===== src/rtl/fpm_ctrl.sv =====
module fpm_ctrl #(
  parameter int ROW_W     = 12,
  parameter int COL_W     = 10,
  parameter int T_RP      = 3,
  parameter int T_RCD     = 2,
  parameter int T_CAS     = 2,
  parameter int T_CP      = 1,
  parameter int T_RAS     = 5,
  parameter int T_RAS_MAX = 1000,
  parameter int T_CSR     = 1,
  parameter int T_REFI    = 1560
) (
  input  logic                                     clk,
  input  logic                                     rst_n,
  input  logic                                     req_valid,
  output logic                                     req_ready,
  input  logic [ROW_W+COL_W-1:0]                   req_addr,
  input  logic                                     req_we,
  input  logic [1:0]                               req_be,
  input  logic [15:0]                              req_wdata,
  output logic                                     rd_valid,
  output logic [15:0]                              rd_data,
  output logic                                     dram_ras_n,
  output logic                                     dram_casl_n,
  output logic                                     dram_cash_n,
  output logic                                     dram_we_n,
  output logic                                     dram_oe_n,
  output logic [(ROW_W > COL_W ? ROW_W : COL_W)-1:0] dram_addr,
  output logic [15:0]                              dram_dq_out,
  output logic                                     dram_dq_oe,
  input  logic [15:0]                              dram_dq_in
);
  localparam int AW  = ROW_W + COL_W;
  localparam int MW  = ROW_W > COL_W ? ROW_W : COL_W;
  localparam int CW  = $clog2(T_RP + T_RCD + T_CAS + T_CP + T_RAS + T_CSR + 1);
  localparam int AGW = $clog2(T_RAS_MAX + T_RAS + 2);
  localparam int RFW = $clog2(T_REFI + 1);
  localparam logic [AGW-1:0] HIT_LIM  = AGW'(T_RAS_MAX - 3 - T_CAS - T_CP);
  localparam logic [AGW-1:0] MIN_AGE  = AGW'(T_RAS - 1);
  localparam logic [RFW-1:0] REFI_END = RFW'(T_REFI - 1);

  typedef enum logic [3:0] {
    S_IDLE, S_ROW, S_RAH, S_COL, S_CAS, S_CP, S_OPEN, S_PRE, S_REFC, S_REFR
  } st_t;

  st_t              st;
  logic [CW-1:0]    cnt;
  logic [AGW-1:0]   age;
  logic [RFW-1:0]   rcnt;
  logic             ref_pend;
  logic [ROW_W-1:0] row_q;
  logic [COL_W-1:0] col_q;
  logic             we_q;
  logic [1:0]       be_q;
  logic [15:0]      wd_q;

  wire [ROW_W-1:0] req_row = req_addr[AW-1:COL_W];
  wire             hit     = req_row == row_q;
  wire             last    = cnt == '0;
  wire             take    = req_valid && req_ready;
  wire             close   = (st == S_OPEN) && age >= MIN_AGE &&
                             (ref_pend || (req_valid && !hit) || age > HIT_LIM);

  assign req_ready = !ref_pend &&
                     ((st == S_IDLE) || (st == S_OPEN && hit && age <= HIT_LIM));

  wire ref_cas = st inside {S_REFC, S_REFR};
  wire acc_cas = st == S_CAS;
  wire wr_phase = we_q && (st inside {S_COL, S_CAS});

  assign dram_ras_n  = !(st inside {S_RAH, S_COL, S_CAS, S_CP, S_OPEN, S_REFR});
  assign dram_casl_n = !(ref_cas || (acc_cas && be_q[0]));
  assign dram_cash_n = !(ref_cas || (acc_cas && be_q[1]));
  assign dram_we_n   = !wr_phase;
  assign dram_oe_n   = !(!we_q && acc_cas);
  assign dram_dq_oe  = wr_phase;
  assign dram_dq_out = wd_q;
  assign dram_addr   = (st inside {S_ROW, S_RAH}) ? MW'(row_q) : MW'(col_q);

  always_ff @(posedge clk or negedge rst_n) begin
    if (!rst_n) begin
      st       <= S_IDLE;
      cnt      <= '0;
      age      <= '0;
      rcnt     <= '0;
      ref_pend <= 1'b0;
      row_q    <= '0;
      col_q    <= '0;
      we_q     <= 1'b0;
      be_q     <= '0;
      wd_q     <= '0;
      rd_valid <= 1'b0;
      rd_data  <= '0;
    end else begin
      rd_valid <= 1'b0;
      cnt      <= cnt - 1'b1;
      age      <= dram_ras_n ? '0 : age + 1'b1;
      if (take) begin
        col_q <= req_addr[COL_W-1:0];
        we_q  <= req_we;
        be_q  <= req_be;
        wd_q  <= req_wdata;
      end
      case (st)
        S_IDLE:
          if (ref_pend) begin
            st       <= S_REFC;
            cnt      <= CW'(T_CSR - 1);
            ref_pend <= 1'b0;
          end else if (take) begin
            st    <= S_ROW;
            row_q <= req_row;
          end
        S_ROW: begin
          st  <= S_RAH;
          cnt <= CW'(T_RCD - 2);
        end
        S_RAH:  if (last) st <= S_COL;
        S_COL: begin
          st  <= S_CAS;
          cnt <= CW'(T_CAS - 1);
        end
        S_CAS:
          if (last) begin
            st  <= S_CP;
            cnt <= CW'(T_CP - 1);
            if (!we_q) begin
              rd_valid <= 1'b1;
              rd_data  <= dram_dq_in;
            end
          end
        S_CP:   if (last) st <= S_OPEN;
        S_OPEN:
          if (take) st <= S_COL;
          else if (close) begin
            st  <= S_PRE;
            cnt <= CW'(T_RP - 1);
          end
        S_PRE:  if (last) st <= S_IDLE;
        S_REFC:
          if (last) begin
            st  <= S_REFR;
            cnt <= CW'(T_RAS - 1);
          end
        S_REFR:
          if (last) begin
            st  <= S_PRE;
            cnt <= CW'(T_RP - 1);
          end
        default: st <= S_IDLE;
      endcase
      if (rcnt == REFI_END) begin
        rcnt     <= '0;
        ref_pend <= 1'b1;
      end else begin
        rcnt <= rcnt + 1'b1;
      end
    end
  end
endmodule


===== config.mk =====
export PLATFORM = sky130hd
export DESIGN_NAME = fpm_ctrl
export DESIGN_NICKNAME = d
export VERILOG_FILES = /design/src/rtl/fpm_ctrl.sv
export SDC_FILE = /design/constraint.sdc
export NUM_CORES = 1
export LEC_CHECK = 0
export BUFFER_PORTS_ARGS = -buffer_cell sky130_fd_sc_hd__buf_2
export CELL_PAD_IN_SITES_DETAIL_PLACEMENT = 1
export CELL_PAD_IN_SITES_GLOBAL_PLACEMENT = 1
export CORE_ASPECT_RATIO = 0.75
export CORE_MARGIN = 1
export CORE_UTILIZATION = 44
export CTS_CLUSTER_SIZE = 24
export DETAILED_ROUTE_END_ITERATION = 12
export PLACE_DENSITY = 0.88
export SLEW_MARGIN = 20
export SYNTH_ARGS = -nofsm -noshare
export SYNTH_HDL_FRONTEND = slang
export SYNTH_SLANG_ARGS = --single-unit

===== constraint.sdc =====
create_clock -name clk -period 4 [get_ports clk]
set_input_delay 0.4 -clock clk [delete_from_list [all_inputs] [get_ports clk]]
set_output_delay 0.4 -clock clk [all_outputs]
set_load 0.02 [all_outputs]

After elaboration in Yosys (flattened, before gate mapping):

Cells that the tools add are included.

* bits of input ports: 60
* flip-flop bits (word level): 88

* add/sub/neg operators: 3
* eq/ne operators: 19
* mux-type cells: 26
* reductions and logical operators: 34
* $lt $le $gt $ge: 3
* bitwise gates (word level): 2

Operator list (number)
* 2-to-1 mux 4 bit: 16
* one-hot mux 4 bit (10 select lines): 1
* one-hot mux 4 bit (7 select lines): 1
* == test 4 x 3 -> 1 bit, second input constant: 4
* == test 12 bit: 1
* 2-to-1 mux 12 bit: 1
* inequality test 2 bit, second input constant: 6
* adder 11 x 1 -> 11 bit, second input constant: 1
* == test 11 bit, second input constant: 1
* logical AND 1 bit: 11
* 2-to-1 mux 11 bit: 1
* adder 10 x 1 -> 10 bit, second input constant: 1
* >= comparator 10 x 3 -> 1 bit, second input constant: 1
* > comparator 10 bit, second input constant: 1
* less-or-equal comparator 10 bit, second input constant: 1
* 2-to-1 mux 10 bit: 1
* == test 4 x 2 -> 1 bit, second input constant: 2
* == test 4 bit, second input constant: 2
* logical NOT 1 bit: 8
* logical NOT 4 bit: 2
* AND reduction 8 bit: 1
* nonzero test 2 bit: 4
* inequality test 3 bit, second input constant: 2
* AND reduction 3 bit: 2
* other kinds (6): 15

Longest topological paths before layout:

* depth after elaboration: 9
* depth in mapped cells: 8
* mapped depth without buffers: 8

Least setup slack after synthesis:

Ideal clock, no wire load.

* path type: register -> register
* start point: reg st[0]
* end point: reg rd_data[0]
* cell stages (with the launch flop): 7
* period minus slack after synthesis: 1993 ps
* arrival: 1868 ps
* required time: 3875 ps
* path slack: 2007 ps
* cell sequence: dfrtp_1 > clkbuf_1 > nor3_1 > nand3_1 > nor2_2 > buf_2 > mux2_2

* longest elaborated chain between the ends: 2

Ends and longest elaborated chain
* start: declaration: line 46 `st_t st;`
* start signal: assignment: line 82 `st <= S_IDLE;`
* start signal: assignment: line 107 `st <= S_REFC;`
* start signal: assignment: line 111 `st <= S_ROW;`
* == test 4 x 3 -> 1 bit: line 104 `case (st)`
* AND reduction 3 bit (no source line)
* end signal: assignment: line 129 `rd_data <= dram_dq_in;`
* end: declaration: line 22 `output logic [15:0] rd_data,`

No other way between the ends.
A chain may end at the register's enable or synchronous reset.

Worst setup path after layout:

* start point: reg st[1]
* end point: out dram_addr[6] in the netlist's numbering

* longest elaborated chain between the ends: 3
* elaborated cells on any way between the ends: 4
* classes of those cells: eq/ne (2); mux (1); reduce/logical (1)

Ends and longest elaborated chain
* == test 4 x 1 -> 1 bit or == test 4 x 2 -> 1 bit (tied branches): line 78 `assign dram_addr = (st inside {S_ROW, S_RAH}) ? MW'(row_q) : MW'(col_q);`
* nonzero test 2 bit (*): line 78
* 2-to-1 mux 12 bit (*): line 78
* end: declaration: line 28 `output logic [(ROW_W > COL_W ? ROW_W : COL_W)-1:0] dram_addr,`

Mark *: on every way between the ends. The rest lies on a longest branch, timed or not.

==> flow_summary.html <==
<table>
<tr><th>Metric</th><th>Value</th></tr>
<tr><th colspan="2">Global routing</th></tr>
<tr><td>Global-route wire length before repair</td><td>between 15,000 and 20,000 um</td></tr>
<tr><td>GRT overflow</td><td>0</td></tr>
<tr><td>Number of antenna violations at the first check in global routing</td><td>0</td></tr>
<tr><td>Maximum number of pins on one net before global-route repair</td><td>60</td></tr>
<tr><td>Overall routing resource usage</td><td>0.232</td></tr>
<tr><td>Vias in the first global route</td><td>3,491</td></tr>
<tr><th colspan="2">Critical path</th></tr>
<tr><td>Beginning of the worst register-to-register path</td><td>row_q[4]</td></tr>
<tr><td>Type of element launching the critical path</td><td>flop</td></tr>
<tr><td>Logic depth of the worst register-to-register path</td><td>6</td></tr>
<tr><td>Worst path cell trace</td><td>xor2_1 &gt; nand2_1 &gt; mux2_2 &gt; buf_2</td></tr>
<tr><td>Flop-to-flop setup slack</td><td>1320 ps</td></tr>
<tr><td>CP max stage delay</td><td>860 ps</td></tr>
<tr><td>Worst setup startpoint</td><td>st[1]</td></tr>
<tr><td>Data required time of the worst path</td><td>3600 ps</td></tr>
<tr><td>Crit path arrival time</td><td>2450 ps</td></tr>
<tr><td>Gate family responsible for the most delay along the worst path</td><td>flip-flops</td></tr>
<tr><td>Reg-to-reg endpoint</td><td>dram_dq_out[8]</td></tr>
<tr><td>Count of buffer and inverter cells on the critical path</td><td>1</td></tr>
<tr><td>Biggest fanout along the worst timing path</td><td>25</td></tr>
<tr><td>Critical path class</td><td>reg -&gt; out</td></tr>
<tr><td>CP Capture Type</td><td>primary output</td></tr>
<tr><td>Crit-path slowest cell</td><td>sky130_fd_sc_hd__dfrtp_1</td></tr>
<tr><th colspan="2">Timing</th></tr>
<tr><td>Setup repair after global routing missed its margin</td><td>false</td></tr>
<tr><td>Final period util</td><td>0.713</td></tr>
<tr><td>Worst relative slew slack</td><td>0.281</td></tr>
<tr><td>Final setup vio count</td><td>0</td></tr>
<tr><td>Setup Total Neg Slack</td><td>0 ps</td></tr>
<tr><td>Max Clock Freq</td><td>roughly 0.35 GHz</td></tr>
<tr><td>Number of hold-slack violations in the final timing report</td><td>0</td></tr>
<tr><td>Worst clock skew on the final layout</td><td>6.70 ps</td></tr>
<tr><td>Clock period minus final worst setup slack</td><td>2850 ps</td></tr>
<tr><td>Transition time at the pin with the least slew margin</td><td>~1100 ps</td></tr>
<tr><td>Final-report max-slew violation count</td><td>0</td></tr>
<tr><th colspan="2">Finish</th></tr>
<tr><td>Fraction of final layout cells with drive strength greater than 1</td><td>0.422</td></tr>
<tr><td>Final core occ</td><td>0.564</td></tr>
<tr><td>Synth-to-layout area growth</td><td>22.5%</td></tr>
<tr><td># nets final</td><td>~530</td></tr>
<tr><td>Filler instances</td><td>just over 1,000</td></tr>
<tr><td>Antenna cells</td><td>0</td></tr>
<tr><th colspan="2">Synth</th></tr>
<tr><td>Synthesized area per cell</td><td>between 10 and 15 um2</td></tr>
<tr><td>Area share of fa/ha/maj cells after synthesis</td><td>0.0148</td></tr>
<tr><td>Syn nets</td><td>around 420</td></tr>
<tr><td>Simple-gate share of the synthesized area</td><td>0.113</td></tr>
<tr><td>Yosys Warn Count</td><td>0</td></tr>
<tr><td>Synth Instances</td><td>354</td></tr>
<tr><td>Share of flip-flops with an asynchronous set or reset after synthesis</td><td>1.00</td></tr>
<tr><td>Portion of netlist area occupied by mux cells</td><td>0.189</td></tr>
<tr><td>Fraction of the mapped netlist area in compound gates</td><td>0.0689</td></tr>
<tr><td>Proportion of synthesized chip area in sequential cells</td><td>0.520</td></tr>
<tr><td>Post-synth EDFFs</td><td>0</td></tr>
<tr><td>Area share of xor/xnor cells in the synthesized design</td><td>0.0662</td></tr>
<tr><td>Number of synthesized register bits</td><td>88</td></tr>
<tr><td>Post-synth top flop</td><td>sky130_fd_sc_hd__dfrtp_1</td></tr>
<tr><td>Largest family of logic cells by synthesized area</td><td>multiplexers</td></tr>
<tr><td>Summed instance area of the synthesized netlist</td><td>0.00423 mm2</td></tr>
<tr><td>Number of different library cells in the post-synthesis netlist</td><td>54</td></tr>
<tr><th colspan="2">Status</th></tr>
<tr><td>Outcome</td><td>finished, final reports clean</td></tr>
<tr><th colspan="2">CTS</th></tr>
<tr><td># Post-CTS Setup Buffers</td><td>0</td></tr>
<tr><td>TritonCTS clock tree</td><td>yes</td></tr>
<tr><td>Clock-pin slew on the worst setup and hold paths</td><td>around 60 ps</td></tr>
<tr><td>Clk Latency, worst-skew pair</td><td>340 ps</td></tr>
<tr><td>Count of hold-fix buffers inserted at cts</td><td>0</td></tr>
<tr><td>Clock Root Buffer</td><td>sky130_fd_sc_hd__clkbuf_16</td></tr>
<tr><td>Clock buffers created by TritonCTS</td><td>9</td></tr>
<tr><td>CTS Buffer Depth</td><td>2</td></tr>
<tr><td>Cells resized by post-CTS repair</td><td>0</td></tr>
<tr><td>Count of H-tree levels built during CTS</td><td>3</td></tr>
<tr><td>Clock sink count</td><td>88</td></tr>
<tr><th colspan="2">Detailed routing</th></tr>
<tr><td>Avg WL per Cell</td><td>17.8 um</td></tr>
<tr><td>Antenna-violating nets left</td><td>0</td></tr>
<tr><td>Final wirelength</td><td>10,700 um</td></tr>
<tr><td>Post-detailed-route DRC marker count</td><td>0</td></tr>
<tr><td>Total number of vias</td><td>approximately 3,200</td></tr>
<tr><td>Number of violations reported at the end of detailed-routing iteration 0</td><td>97</td></tr>
<tr><td>Vias per inst</td><td>between 5 and 6</td></tr>
<tr><td>Number of search-and-repair iterations in the first detailed-routing pass</td><td>4</td></tr>
<tr><th colspan="2">Die</th></tr>
<tr><td>Effective utilization at floorplan</td><td>0.460</td></tr>
<tr><td>Num rows</td><td>30</td></tr>
<tr><td>DIE HEIGHT</td><td>86.9 um</td></tr>
<tr><td>Die Footprint</td><td>0.0100 mm2</td></tr>
<tr><td>Die extent in x</td><td>115 um</td></tr>
<tr><td>Ports</td><td>112</td></tr>
<tr><td>Core area</td><td>about 0.0092 mm2</td></tr>
<tr><th colspan="2">Power and ir drop</th></tr>
<tr><td>Areal power density over the cells</td><td>793 mW/mm2</td></tr>
<tr><td>Static power due to leakage</td><td>approximately 0.0024 uW</td></tr>
<tr><td>Worst VDD drop</td><td>0.452 mV</td></tr>
<tr><th colspan="2">Placement</th></tr>
<tr><td>Placed wire-length estimate</td><td>7650 um</td></tr>
<tr><td>Routability cong.</td><td>0.905</td></tr>
<tr><td>I/O Buffers</td><td>111</td></tr>
<tr><th colspan="2">Worst hold path</th></tr>
<tr><td>Hold Path Class</td><td>in -&gt; async</td></tr>
<tr><th colspan="2">Run</th></tr>
<tr><td>Max cap viols</td><td>0</td></tr>
</table>
## kinds of logic (layout without fill, tap and decap cells)
kind of cell / count (synthesis) / in the layout
AOI/OAI and AO/OA: 41 / 41
muxes: 68 / 68
and+or+nand+nor: 98 / 98
buffers and inverters: 22 / 140
DFF: 88 / 88
adders and majority gates: 5 / 5
xor gates and xnor gates: 32 / 32
## report_power, final
part / total [uW] / switching, uW / internal, uW / leakage, uW
logic: 1850 / 1040 / 808 / 0.00121
registers: 1500 / 265 / 1240 / 0.00110
clock network: 759 / 342 / 417 / 0.000128
total: 4110 / 1650 / 2460 / 0.00244
## cell type report
type                       count  area (um2)  area share
clock inverter                 5        35.0     0.00676
inverter                       9        33.8     0.00652
sequential                    88        2200       0.425
tap                          128         160      0.0309
multi-input combinational    244        1930       0.372
timing repair buffer         116         596       0.115
clock buffer                  10         229      0.0442
## how the worst max path moves through the flow
stage / to / slack [ps] / depth (start not counted)
after floorplan: rd_data[0] / 2010 / 6
after global placement: dram_dq_out[2] / 1320 / 7
after detailed placement: dram_dq_out[8] / 1180 / 7
after CTS: dram_addr[6] / 1180 / 4
after global routing: dram_addr[4] / 1000 / 4
final: dram_addr[6] / 1150 / 4
## stage by stage
stage	hold slack (ps)	setup slack [ps]	cell area, um2	total power (uW)	std cells
3_3_place_gp	464	1320	4910	3240	585
3_5_place_dp	483	1180	4920	3360	585
5_1_grt	198	995	5180	4360	600
6_report	142	1150	5180	4110	600
2_1_floorplan	104	2010	4230	2740	354
4_1_cts	165	1180	5180	4150	600
## flip-flops by register name (all words and copies together) (netlist names)
name         count
rcnt            11
cnt              4
dram_dq_out     16
we_q             1
rd_data         16
ref_pend         1
st               4
row_q           12
col_q           10
be_q             2
age             10
rd_valid         1
## cell usage in the layout (no fill, tap or decap), types with 2 or more instances in the layout
master | netlist | final
sky130_fd_sc_hd__clkinv_4 | 0 | 2
sky130_fd_sc_hd__buf_4 | 1 | 6
sky130_fd_sc_hd__mux2_1 | 4 | 4
sky130_fd_sc_hd__ha_1 | 5 | 5
sky130_fd_sc_hd__nor4_1 | 2 | 2
sky130_fd_sc_hd__dfrtp_1 | 88 | 88
sky130_fd_sc_hd__nor2_1 | 30 | 30
sky130_fd_sc_hd__o221ai_1 | 2 | 2
sky130_fd_sc_hd__and3_1 | 6 | 6
sky130_fd_sc_hd__mux2_2 | 53 | 53
sky130_fd_sc_hd__buf_2 | 5 | 110
sky130_fd_sc_hd__a211o_1 | 2 | 2
sky130_fd_sc_hd__xor2_1 | 11 | 11
sky130_fd_sc_hd__a211oi_1 | 2 | 2
sky130_fd_sc_hd__o21ai_0 | 6 | 6
sky130_fd_sc_hd__xnor2_1 | 21 | 21
sky130_fd_sc_hd__a21oi_1 | 9 | 9
sky130_fd_sc_hd__a21o_1 | 3 | 3
sky130_fd_sc_hd__clkbuf_16 | 0 | 9
sky130_fd_sc_hd__inv_1 | 8 | 8
sky130_fd_sc_hd__nand2b_1 | 2 | 2
sky130_fd_sc_hd__nand3_1 | 14 | 14
sky130_fd_sc_hd__nand2_1 | 19 | 19
sky130_fd_sc_hd__or3_1 | 2 | 2
sky130_fd_sc_hd__clkinv_2 | 0 | 2
sky130_fd_sc_hd__a31oi_1 | 2 | 2
sky130_fd_sc_hd__nor2b_1 | 3 | 3
sky130_fd_sc_hd__nand4_1 | 7 | 7
sky130_fd_sc_hd__nor3_1 | 7 | 7
sky130_fd_sc_hd__mux2_4 | 10 | 10
## per-layer routing
layer | vias up | global-route usage | part of all wire
met4 | 0 | 0.113 | 0.033
met5 | - | 0 | 0
met2 | 105 | 0.396 | 0.49
li1 | 1475 | - | -
met1 | 1594 | 0.270 | 0.42
met3 | 30 | 0.0647 | 0.056
## synth_stat cells, drive strengths merged (2+ instances only)
cell type / number / area, um2
and3: 6 / 37.5
nand2: 20 / 77.6
clkbuf: 4 / 15.0
xnor2: 21 / 184
a211o: 2 / 17.5
nor2b: 3 / 18.8
a211oi: 2 / 15.0
nand4: 7 / 43.8
ha: 5 / 62.6
nor2: 31 / 119
nor3: 7 / 35.0
a21oi: 9 / 45.0
inv: 8 / 30.0
buf: 9 / 67.6
mux2: 67 / 792
xor2: 11 / 96.3
nand3: 14 / 70.1
o221ai: 2 / 17.5
nand2b: 2 / 12.5
or3: 2 / 12.5
dfrtp: 88 / 2200
o21ai: 8 / 43.8
nor3b: 2 / 20.0
a21o: 3 / 22.5
a31oi: 2 / 12.5
nor4: 2 / 12.5
(Power assumes the default switching activity.)
